`src/rtl/wdt_pkg.sv`:
```
package wdt_pkg;

    localparam int ADDR_W = 8;
    localparam int KEY_W  = 16;
    localparam int NPOST  = 5;

    typedef enum logic [1:0] {
        KS_HALTED,
        KS_START_ARMED,
        KS_COUNTING,
        KS_STOP_ARMED
    } key_state_e;

    localparam logic [ADDR_W-1:0] OFS_ID   = 8'h00;
    localparam logic [ADDR_W-1:0] OFS_CTRL = 8'h24;
    localparam logic [ADDR_W-1:0] OFS_CNT  = 8'h28;
    localparam logic [ADDR_W-1:0] OFS_LOAD = 8'h2C;
    localparam logic [ADDR_W-1:0] OFS_TRIG = 8'h30;
    localparam logic [ADDR_W-1:0] OFS_POST = 8'h34;
    localparam logic [ADDR_W-1:0] OFS_KEY  = 8'h48;

    localparam logic [KEY_W-1:0] KEY_GO_A   = 16'hBBBB;
    localparam logic [KEY_W-1:0] KEY_GO_B   = 16'h4444;
    localparam logic [KEY_W-1:0] KEY_HALT_A = 16'hAAAA;
    localparam logic [KEY_W-1:0] KEY_HALT_B = 16'h5555;

endpackage

```
`src/rtl/wdt_keyfsm.sv`:
```
module wdt_keyfsm
    import wdt_pkg::*;
(
    input  logic             clk,
    input  logic             rst_n,
    input  logic             key_wr,
    input  logic [KEY_W-1:0] key_word,
    output logic             running
);

    key_state_e st_q, st_d;

    always_comb begin
        st_d = st_q;
        if (key_wr) begin
            unique case (st_q)
                KS_HALTED: begin
                    if (key_word == KEY_GO_A) st_d = KS_START_ARMED;
                end
                KS_START_ARMED: begin
                    if (key_word == KEY_GO_B)      st_d = KS_COUNTING;
                    else if (key_word == KEY_GO_A) st_d = KS_START_ARMED;
                    else                           st_d = KS_HALTED;
                end
                KS_COUNTING: begin
                    if (key_word == KEY_HALT_A) st_d = KS_STOP_ARMED;
                end
                KS_STOP_ARMED: begin
                    if (key_word == KEY_HALT_B)      st_d = KS_HALTED;
                    else if (key_word == KEY_HALT_A) st_d = KS_STOP_ARMED;
                    else                             st_d = KS_COUNTING;
                end
                default: st_d = KS_HALTED;
            endcase
        end
    end

    always_ff @(posedge clk) begin
        if (!rst_n) st_q <= KS_HALTED;
        else        st_q <= st_d;
    end

    always_comb begin
        unique case (st_q)
            KS_COUNTING, KS_STOP_ARMED: running = 1'b1;
            default:                    running = 1'b0;
        endcase
    end

endmodule

```
`src/rtl/wdt_prescale.sv`:
```
module wdt_prescale #(
    parameter int PTV_W = 3
) (
    input  logic             clk,
    input  logic             rst_n,
    input  logic             tick,
    input  logic             run,
    input  logic             clear,
    input  logic             pre_en,
    input  logic [PTV_W-1:0] ptv,
    output logic             adv
);

    localparam int DIV_W = (1 << PTV_W);

    logic [DIV_W-1:0] div_q;
    logic [DIV_W-1:0] lim;

    assign lim = ({{(DIV_W-1){1'b0}}, 1'b1} << ptv) - {{(DIV_W-1){1'b0}}, 1'b1};
    assign adv = run && tick && (!pre_en || (div_q == lim));

    always_ff @(posedge clk) begin
        if (!rst_n || !run || clear) div_q <= '0;
        else if (tick)               div_q <= adv ? '0 : div_q + 1'b1;
    end

endmodule

```
`src/rtl/wdt_postsim.sv`:
```
module wdt_postsim #(
    parameter int NREG       = 5,
    parameter int POST_TICKS = 2
) (
    input  logic            clk,
    input  logic            rst_n,
    input  logic            tick,
    input  logic [NREG-1:0] wr_hit,
    output logic [NREG-1:0] pending
);

    localparam int PC_W = $clog2(POST_TICKS + 1);

    for (genvar g = 0; g < NREG; g++) begin : g_slot
        logic [PC_W-1:0] pc_q;
        always_ff @(posedge clk) begin
            if (!rst_n)                 pc_q <= '0;
            else if (wr_hit[g])         pc_q <= PC_W'(POST_TICKS);
            else if (tick && pc_q != 0) pc_q <= pc_q - 1'b1;
        end
        assign pending[g] = (pc_q != '0);
    end

endmodule

```
`src/rtl/keyed_wdt.sv`:
```
module keyed_wdt
    import wdt_pkg::*;
#(
    parameter int         CNT_W      = 32,
    parameter int         PTV_W      = 3,
    parameter int         POST_TICKS = 2,
    parameter logic [3:0] REV_MAJOR  = 4'd1,
    parameter logic [3:0] REV_MINOR  = 4'd0
) (
    input  logic              clk,
    input  logic              rst_n,
    input  logic              tick_in,
    input  logic              bus_wr,
    input  logic [ADDR_W-1:0] bus_addr,
    input  logic [CNT_W-1:0]  bus_wdata,
    output logic [CNT_W-1:0]  bus_rdata,
    output logic              rst_req
);

    localparam int PRE_BIT = PTV_W + 2;

    logic             pre_en_q;
    logic [PTV_W-1:0] ptv_q;
    logic [CNT_W-1:0] cnt_q, load_q, trig_q, key_q;
    logic             run, adv, trig_fire;
    logic             wr_ctrl, wr_cnt, wr_load, wr_trig, wr_key;
    logic [NPOST-1:0] pend;

    assign wr_ctrl   = bus_wr && (bus_addr == OFS_CTRL);
    assign wr_cnt    = bus_wr && (bus_addr == OFS_CNT);
    assign wr_load   = bus_wr && (bus_addr == OFS_LOAD);
    assign wr_trig   = bus_wr && (bus_addr == OFS_TRIG);
    assign wr_key    = bus_wr && (bus_addr == OFS_KEY);
    assign trig_fire = wr_trig && (bus_wdata != trig_q);

    wdt_keyfsm u_keyfsm (
        .clk      (clk),
        .rst_n    (rst_n),
        .key_wr   (wr_key),
        .key_word (bus_wdata[KEY_W-1:0]),
        .running  (run)
    );

    wdt_prescale #(.PTV_W(PTV_W)) u_prescale (
        .clk    (clk),
        .rst_n  (rst_n),
        .tick   (tick_in),
        .run    (run),
        .clear  (wr_ctrl),
        .pre_en (pre_en_q),
        .ptv    (ptv_q),
        .adv    (adv)
    );

    wdt_postsim #(.NREG(NPOST), .POST_TICKS(POST_TICKS)) u_postsim (
        .clk     (clk),
        .rst_n   (rst_n),
        .tick    (tick_in),
        .wr_hit  ({wr_key, wr_trig, wr_load, wr_cnt, wr_ctrl}),
        .pending (pend)
    );

    always_ff @(posedge clk) begin
        if (!rst_n) begin
            pre_en_q <= 1'b0;
            ptv_q    <= '0;
            load_q   <= '0;
            trig_q   <= '0;
            key_q    <= '0;
        end else begin
            if (wr_ctrl) begin
                pre_en_q <= bus_wdata[PRE_BIT];
                ptv_q    <= bus_wdata[PRE_BIT-1:2];
            end
            if (wr_load) load_q <= bus_wdata;
            if (wr_trig) trig_q <= bus_wdata;
            if (wr_key)  key_q  <= bus_wdata;
        end
    end

    always_ff @(posedge clk) begin
        if (!rst_n) begin
            cnt_q   <= '0;
            rst_req <= 1'b0;
        end else begin
            rst_req <= adv && (&cnt_q) && !wr_cnt && !trig_fire;
            if (wr_cnt)         cnt_q <= bus_wdata;
            else if (trig_fire) cnt_q <= load_q;
            else if (adv)       cnt_q <= cnt_q + 1'b1;
        end
    end

    always_comb begin
        bus_rdata = '0;
        case (bus_addr)
            OFS_ID:   bus_rdata = CNT_W'({REV_MAJOR, REV_MINOR});
            OFS_CTRL: bus_rdata = CNT_W'({pre_en_q, ptv_q, 2'b00});
            OFS_CNT:  bus_rdata = cnt_q;
            OFS_LOAD: bus_rdata = load_q;
            OFS_TRIG: bus_rdata = trig_q;
            OFS_POST: bus_rdata = CNT_W'(pend);
            OFS_KEY:  bus_rdata = key_q;
            default:  bus_rdata = '0;
        endcase
    end

endmodule

```
`config.mk`:
```
export PLATFORM = sky130hd
export DESIGN_NAME = keyed_wdt
export DESIGN_NICKNAME = d
export VERILOG_FILES = /design/src/rtl/wdt_pkg.sv /design/src/rtl/wdt_keyfsm.sv /design/src/rtl/wdt_prescale.sv /design/src/rtl/wdt_postsim.sv /design/src/rtl/keyed_wdt.sv
export SDC_FILE = /design/constraint.sdc
export NUM_CORES = 1
export LEC_CHECK = 0
export BUFFER_PORTS_ARGS = -buffer_cell sky130_fd_sc_hd__buf_2
export CAP_MARGIN = 40
export CORE_ASPECT_RATIO = 1.2
export CORE_MARGIN = 5
export CORE_UTILIZATION = 45
export DETAILED_ROUTE_END_ITERATION = 16
export PLACE_DENSITY = 0.65
export REMOVE_ABC_BUFFERS = 1
export SLEW_MARGIN = 10
export SYNTH_ARGS = -nofsm -noshare
export SYNTH_HDL_FRONTEND = slang
export SYNTH_SLANG_ARGS = --single-unit
```
`constraint.sdc`:
```
create_clock -name clk -period 3.6 [get_ports clk]
set_clock_uncertainty 0.2 [all_clocks]
set_input_delay 0.9 -clock clk [delete_from_list [all_inputs] [get_ports clk]]
set_output_delay 0.9 -clock clk [all_outputs]
set_load 0.02 [all_outputs]
```
# After elaboration in Yosys (flattened, before gate mapping)
# Cells that the tools add are included.
totals:
  regBits: 153
  inputBits: 44
  out_inout_bits: 33
  elab_cells: 114
classes:
  add_sub_neg: 8
  eq_ne: 17
  shifts: 1
  muxes: 23
  bitwise: 1
  n_reduce_logical: 45
op_table:
  columns: ["operator", "n"]
  rows:
  - ["one-hot mux 32 bit (7 select lines)", 1]
  - ["2-to-1 mux 32 bit", 3]
  - ["equality test 8 x 6 -> 1 bit, second input constant", 5]
  - ["adder 32 x 1 -> 32 bit, second input constant", 1]
  - ["equality test 16 x 15 -> 1 bit, second input constant", 2]
  - ["equality test 16 bit, second input constant", 2]
  - ["!= test 32 bit", 1]
  - ["AND reduction 32 bit", 1]
  - ["2-to-1 mux 2 bit", 14]
  - ["nonzero test 2 bit", 10]
  - ["logical AND 1 bit", 16]
  - ["OR reduction 2 bit", 6]
  - ["subtractor 2 x 1 -> 2 bit, second input constant", 5]
  - ["adder 8 x 1 -> 8 bit, second input constant", 1]
  - ["equality test 8 x 7 -> 1 bit, second input constant", 1]
  - ["equality test 8 bit", 1]
  - ["zero test 8 bit", 1]
  - ["2-to-1 mux 8 bit", 1]
  - ["one-hot mux 2 bit (4 select lines)", 1]
  - ["left shift 1 x 3 -> 8 bit, first input constant", 1]
  - ["subtractor 8 x 1 -> 8 bit, second input constant", 1]
  - ["zero test 1 bit", 5]
  - ["equality test 2 bit, second input constant", 2]
  - ["!= test 2 x 1 -> 1 bit, second input constant", 2]
  - ["other kinds (7)", 11]

# Logic depth before layout (Yosys ltp)
# Gate-level depths: netlist of the first run.
depth:
  depth_word: 8
  depth_mapped: 10

# By module
# A second synthesis of the first run with hierarchy kept.
hier_totals:
  cells_unflattened: 1085
  hier_area_um2: 8503.2
modules_own_cells:
  columns: ["mod", "n_inst", "cells_each", "area_each_um2"]
  rows:
  - ["keyed_wdt", 1, 942, 7220.7]
  - ["wdt_prescale", 1, 65, 564.3]
  - ["wdt_postsim", 1, 56, 535.5]
  - ["wdt_keyfsm", 1, 22, 182.7]

# Worst setup path before layout of the first run
# OpenSTA, ideal clock, no wires.
synth_path:
  path_kind: "input-to-output"
  start: "input port bus_addr[2]"
  end: "output port bus_rdata[10]"
  t_arrival_ns: 2.488
  setup_slack_ns: 0.012
  cell_stages: 7
  path_cell_list: "nor3_1 > and3_1 > clkbuf_1 > clkbuf_1 > buf_1 > a22oi_1 > nand2_1"
synth_via:
  elab_chain_cells: 2
  word_cells_on_any_way: 8
  cone_classes: "eq/ne (6); mux (1); reduce/logical (1)"
synth_rtl:
  columns: ["element", "line", "rtl"]
  rows:
  - ["from (decl)", "keyed_wdt.sv:14", "input logic [ADDR_W-1:0] bus_addr,"]
  - ["equality test 8 x 7 -> 1 bit (tied with other cells)", "keyed_wdt.sv:95", "case (bus_addr)"]
  - ["one-hot mux 32 bit (7 select lines) (*)", "keyed_wdt.sv:95", null]
  - ["to (decl)", "keyed_wdt.sv:16", "output logic [CNT_W-1:0] bus_rdata,"]
# Mark *: on every way between the ends. The rest lies on a longest branch, timed or not.

# Worst setup path in the final report of the first run
layout_path:
  start: "input port bus_addr[7]"
  end: "output port bus_rdata[1]"
# Same word-level chain as after synthesis.

==> out/results.txt, run 1 <==
placed cells = 1338
status = completed
register bit total from synthesis = 153
CTS sink cnt = 153
Area after DPL = 9260 um2
CP required = 2.50 ns
period utilization = 98.1%
WS Path Type = primary input to output pin
Clock Tree Buf Depth = 2
Crit path top cell by count = buf_2
Hold WC Path Type = flip-flop to flip-flop
# rows = 55
Pleak = 3.87 nW
RR Endpoint = cnt_q[10]
GR Overflow Total = 0
drt total wl = 25900 um
Die Width = 135 um
die height = 160 um
Synth area leaders = dfxtp_1 36%, nand2_1 11%, a21boi_0 9.1%
# H-tree levels = 4
total track usage = 23.3%
clock period minus final worst setup slack = 3.53 ns
Worst Tran Pin Value = 0.683 ns
first drt pass iteration count = 5
Max FO, Critical Path = 17
Avg Synthesized Cell Area = 8.05 um2
slowest stage delay, CP = 0.30 ns
largest net degree at the start of global routing = 71
slowest cell on the critical path = nor4_4
CP Launch Type = primary input
Hold Vio Cnt, Final = 0
Worst EP arrival = 2.43 ns
final instance area = 9960 um2
reg-to-reg slack, setup = 0.78 ns
Post-synth top flop = dfxtp_1
Synth Cell Area = 8480 um2
final setup violation count = 0
final cell count without fillers = 1372
share of post-route cells with drive strength above 1 = 16.3%
Iteration-0 DRC Markers = 621
Vias/cell = 5.77
vias in the first global route = 7731
Post-DP HPWL = 16600 um
antenna violations before repair = 1
CTS tree = done
Worst slew margin = 54.4%
asr flop ratio synth = 0%
residual DRC count = 0
first-pass GRT wire length = 40800 um
register area share after synthesis = 36.1%
PnR worst setup slack = 0.0679 ns
Vias = 7910
Worst Setup SP = bus_addr[7]
most instantiated library cell after synthesis = nand2_1
Setup crit end = bus_rdata[1]
area delta synth->final = 17.4%
post-synth top area share = 36.1%
Clk pin slew, worst setup/hold paths = 0.06 ns
launch point of the worst reg-to-reg path = u_prescale.div_q[1]
top cells by count, synth = 245 x nand2_1, 153 x dfxtp_1, 103 x a21boi_0
Clk Latency, worst-skew pair = 0.43 ns
CP endpoint kind = output pin
reg2reg path depth = 8
die footprint = 21700 um2
root buf cell = clkbuf_16
max_cap viols = 0
Layout Nets = 1155
Antenna Nets Post-Route = 0
Peak supply drop = 0.323 mV
CTS Buf Count = 17
Synth cell types = 57
Starting Density = 45.3%
Max Freq = 283 MHz
Port Buffer Count = 76
I/O pins = 77
dominant cell type by area after synthesis = dfxtp_1
# fillers = 1833
Ys Warns = 0
ant diodes = 0
worst-path cell chain = buf_2 > nor3_4 > nand3_2 > nor4_4 > buf_6 > buf_12 > a21oi_1 > nand3_1 > buf_2
routed length per instance = 18.9 um
Post-synth EDFFs = 0
cell count after synthesis = 1054
dpl ws = 0.119 ns
placer congestion estimate = 0.803
Max Slew Vio Count = 0
core box area = 18700 um2
PD cells = 387 nW/um2
## critical path, delay by kind of cell
kind	cells	cell delay, ns
AND/OR/NAND/NOR	4	0.75
buffers and inverters	4	0.69
AO/OA/AOI/OAI	1	0.09
## sequential cells by signal, indices dropped and copies added (netlist names)
register and flops:
cnt_q 32, pre_en_q 1, load_q 32, u_postsim.g_slot.pc_q 10, key_q 32, u_keyfsm.st_q 2, rst_req 1, ptv_q 3
u_prescale.div_q 8, trig_q 32
## stage by stage
step / total power [W] / hold slack, ns / utilization (%) / setup TNS [ns]
4_1_cts: 0.00387 / 0.267 / 52.7 / 0
6_report: 0.00385 / 0.264 / 53.2 / 0
3_3_place_gp: 0.00200 / 0.249 / 49.4 / 0
3_5_place_dp: 0.00200 / 0.258 / 49.4 / 0
2_1_floorplan: 0.00187 / 0.241 / - / -77.02
5_1_grt: 0.00396 / 0.288 / 53.2 / -0.00801
## placed cells by master, fill, tap and decap left out, types with 22 or more instances in the layout
cell,n
a21oi_1,39
mux2_2,22
a21boi_0,103
nand2_1,244
dfxtp_1,153
xor2_1,44
o21ai_0,26
buf_4,27
nor2_1,28
buf_2,75
mux2i_1,25
nand3_1,27
nand4_1,23
xnor2_1,30
a22oi_1,33
## power by group
| group | total, W | switching [W] | leakage, nW | internal, W |
|---|---|---|---|---|
| sequential | 0.00172 | 0.00000869 | 1.23 | 0.00171 |
| clock | 0.00188 | 0.000729 | 0.293 | 0.00115 |
| combinational | 0.000246 | 0.000145 | 2.35 | 0.000102 |
| total | 0.00385 | 0.000882 | 3.87 | 0.00297 |
## worst min path at each step
stage,startpoint,endpoint,slack [ns],cells past startpoint
final,key_q[0],key_q[0],0.26,2
after global routing,key_q[2],key_q[2],0.29,2
after CTS,key_q[5],key_q[5],0.27,2
after detailed placement,key_q[5],key_q[5],0.26,2
after global placement,key_q[5],key_q[5],0.25,2
after floorplan,key_q[2],key_q[2],0.24,2
## per-layer routing
metal | track usage [%] | share of wire (%)
met5 | 0 | 0.050
met4 | 8.16 | 1.8
met3 | 3.45 | 4.5
met2 | 39.5 | 49
met1 | 30.2 | 44
## cell type report
type | instances | area, um2 | area share [%]
clock buffer | 19 | 433 | 4.35
clock inverter | 12 | 176 | 1.77
inverter | 20 | 75.1 | 0.754
multi-input combinational | 797 | 5060 | 50.8
sequential | 153 | 3060 | 30.8
tap | 256 | 320 | 3.22
timing repair buffer | 115 | 831 | 8.34
## kinds of logic (layout without fill, tap and decap cells)
family	Yosys count	in the layout	synth area share [%]
xor+xnor	74	74	7.64
compound gates	270	270	22.7
buf+inv	104	166	5.00
simple gates	394	394	21.0
fa+ha+maj	7	7	1.03
mux	52	52	6.53
flops	153	153	36.1
## repair_timing
| item | 4_1_cts | 5_1_grt |
|---|---|---|
| hold buffers | 0 | 0 |
| resized for setup | 0 | 8 |
| setup endpoints to repair | 0 | 4 |
| buffers inserted | 0 | 1 |
Power figures use the tool's default switching activity.
==> run 2: changes to the inputs <==
- CORE_UTILIZATION: 45 -> 50
- PLACE_DENSITY: 0.65 -> 0.71
==> run 2 against run 1 <==
Sequential share of layout area increased by 0.82 points. Largest power group is now sequential cells. First-iteration DRC count increased by 21%. Register-to-register slack improved by 0.11 ns. Largest cell class unchanged. Utilization increased by 4.6 points.
==> out/results.txt, run 2 (synthesized netlist as in run 1, its figures left out) <==
RR Endpoint = cnt_q[28]
Worst slew margin = 58.9%
Port Buffer Count = 76
Crit path top cell by count = buf_2
Max FO, Critical Path = 19
Hold Crit Depth = 2
share of post-route cells with drive strength above 1 = 15.7%
antenna violations before repair = 1
first drt pass iteration count = 6
RSZ-0062 raised after global routing = no
CTS tree = done
# rows = 52
period utilization = 97.5%
residual DRC count = 0
Pleak = 3.79 nW
Post-DP HPWL = 16300 um
# resized after CTS = 0
crit path buf inv count = 3
Final TNS setup = 0 ns
die height = 153 um
cts hold-fix bufs = 0
placed cells = 1298
WS Path Type = primary input to output pin
Max Slew Vio Count = 0
first-pass GRT wire length = 39500 um
Hold Vio Cnt, Final = 0
CP Launch Type = primary input
I/O pins = 77
final setup violation count = 0
largest net degree at the start of global routing = 66
Clk Latency, worst-skew pair = 0.42 ns
most common cell after layout, fill and taps aside = nand2_1
ant diodes = 0
area delta synth->final = 14.3%
Clock Tree Buf Depth = 2
root buf cell = clkbuf_16
slowest stage delay, CP = 0.36 ns
Peak supply drop = 0.368 mV
total track usage = 24.8%
slowest cell on the critical path = nor4b_2
vias in the first global route = 7647
drt total wl = 24400 um
launch point of the worst reg-to-reg path = ptv_q[1]
Worst Tran Pin Value = 0.616 ns
Final Power = 0.00356 W
Layout Nets = 1152
CTS Buf Count = 17
CTS sink cnt = 153
Worst EP arrival = 2.41 ns
placer congestion estimate = 0.834
most frequent cells in the layout = 244 x nand2_1, 153 x dfxtp_1, 103 x a21boi_0
HP Start = key_q[9]
worst hold slack = 0.263 ns
Antenna Nets Post-Route = 0
clock period minus final worst setup slack = 3.51 ns
die footprint = 19700 um2
PD cells = 367 nW/um2
dpl ws = 0.128 ns
reg-to-reg slack, setup = 0.89 ns
core box area = 16800 um2
PnR worst setup slack = 0.0882 ns
CP endpoint kind = output pin
Die Width = 129 um
CP required = 2.50 ns
reg2reg path depth = 7
Hold WC Path Type = flip-flop to flip-flop
worst-path cell chain = buf_2 > nor4b_2 > and3_1 > buf_12 > a22o_1 > a221o_1 > buf_2
status = completed
critical path's top delay family = simple AND/OR/NAND/NOR gates
final cell count without fillers = 1329
Vias/cell = 5.88
Starting Density = 50.5%
Hold Path Sink = key_q[9]
Vias = 7810
Clk pin slew, worst setup/hold paths = 0.06 ns
max_cap viols = 0
number of setup buffers added after CTS = 0
GR Overflow Total = 0
Iteration-0 DRC Markers = 750
routed length per instance = 18.3 um
# H-tree levels = 4
Max Freq = 285 MHz
==> run 2: cell types whose count changed in the layout (fill, tap and decap cells not counted), sizes merged <==
cell,previous run,this run
buf,113,112
clkbuf,21,18
bufinv,4,0
clkinv,6,8
clkinvlp,2,4
inv,20,21
==> run 2: worst register-to-register path: stages, from the launching register on <==
cell and delay, ns:
dfxtp_1 0.42, a2111o_1 0.47, a2111oi_2 0.33, a32oi_2 0.21, o211ai_4 0.47, buf_12 0.23, nand2_1 0.07, o221a_2 0.22
==> run 2: how the worst max path moves through the flow <==
stage / cells past startpoint / startpoint / slack (ns) / endpoint
2_1_floorplan: 7 / bus_addr[4] / -1.91 / cnt_q[0]
3_3_place_gp: 7 / bus_addr[3] / 0.15 / bus_rdata[19]
3_5_place_dp: 7 / bus_addr[3] / 0.13 / bus_rdata[30]
4_1_cts: 7 / bus_addr[3] / 0.11 / bus_rdata[30]
5_1_grt: 7 / bus_addr[7] / 0.005 / bus_rdata[29]
6_report: 7 / bus_addr[7] / 0.09 / bus_rdata[30]
==> run 2: metrics by stage <==
step,utilization [%],area (um2)
6_report,57.8,9700
2_1_floorplan,-,8130
3_3_place_gp,54.7,9190
5_1_grt,57.8,9700
4_1_cts,57.8,9700
3_5_place_dp,54.7,9190
==> run 2: power breakdown <==
| part | total, W | internal, W | switching, W |
|---|---|---|---|
| Sequential | 0.00172 | 0.00171 | 0.00000915 |
| Clock | 0.00159 | 0.000869 | 0.000724 |
| Combinational | 0.000248 | 0.000101 | 0.000147 |
| Total | 0.00356 | 0.00268 | 0.000880 |
==> run 2: routing by layer <==
layer	vias to the layer above	GRT usage (%)	wire, um
li1	3797	-	-
met1	3692	31.4	10300
met2	260	41.2	11800
met3	59	4.17	1380
met4	2	10.5	819
met5	-	0	13
==> run 2: layout make-up <==
type	count	area, um2
inverters	20	75.1
clock buffers	18	429
multi-input cells	797	5030
fillers	1590	7090
flip-flops and latches	153	3060
well taps	216	270
clock inverters	13	82.6
repair buffers	112	753
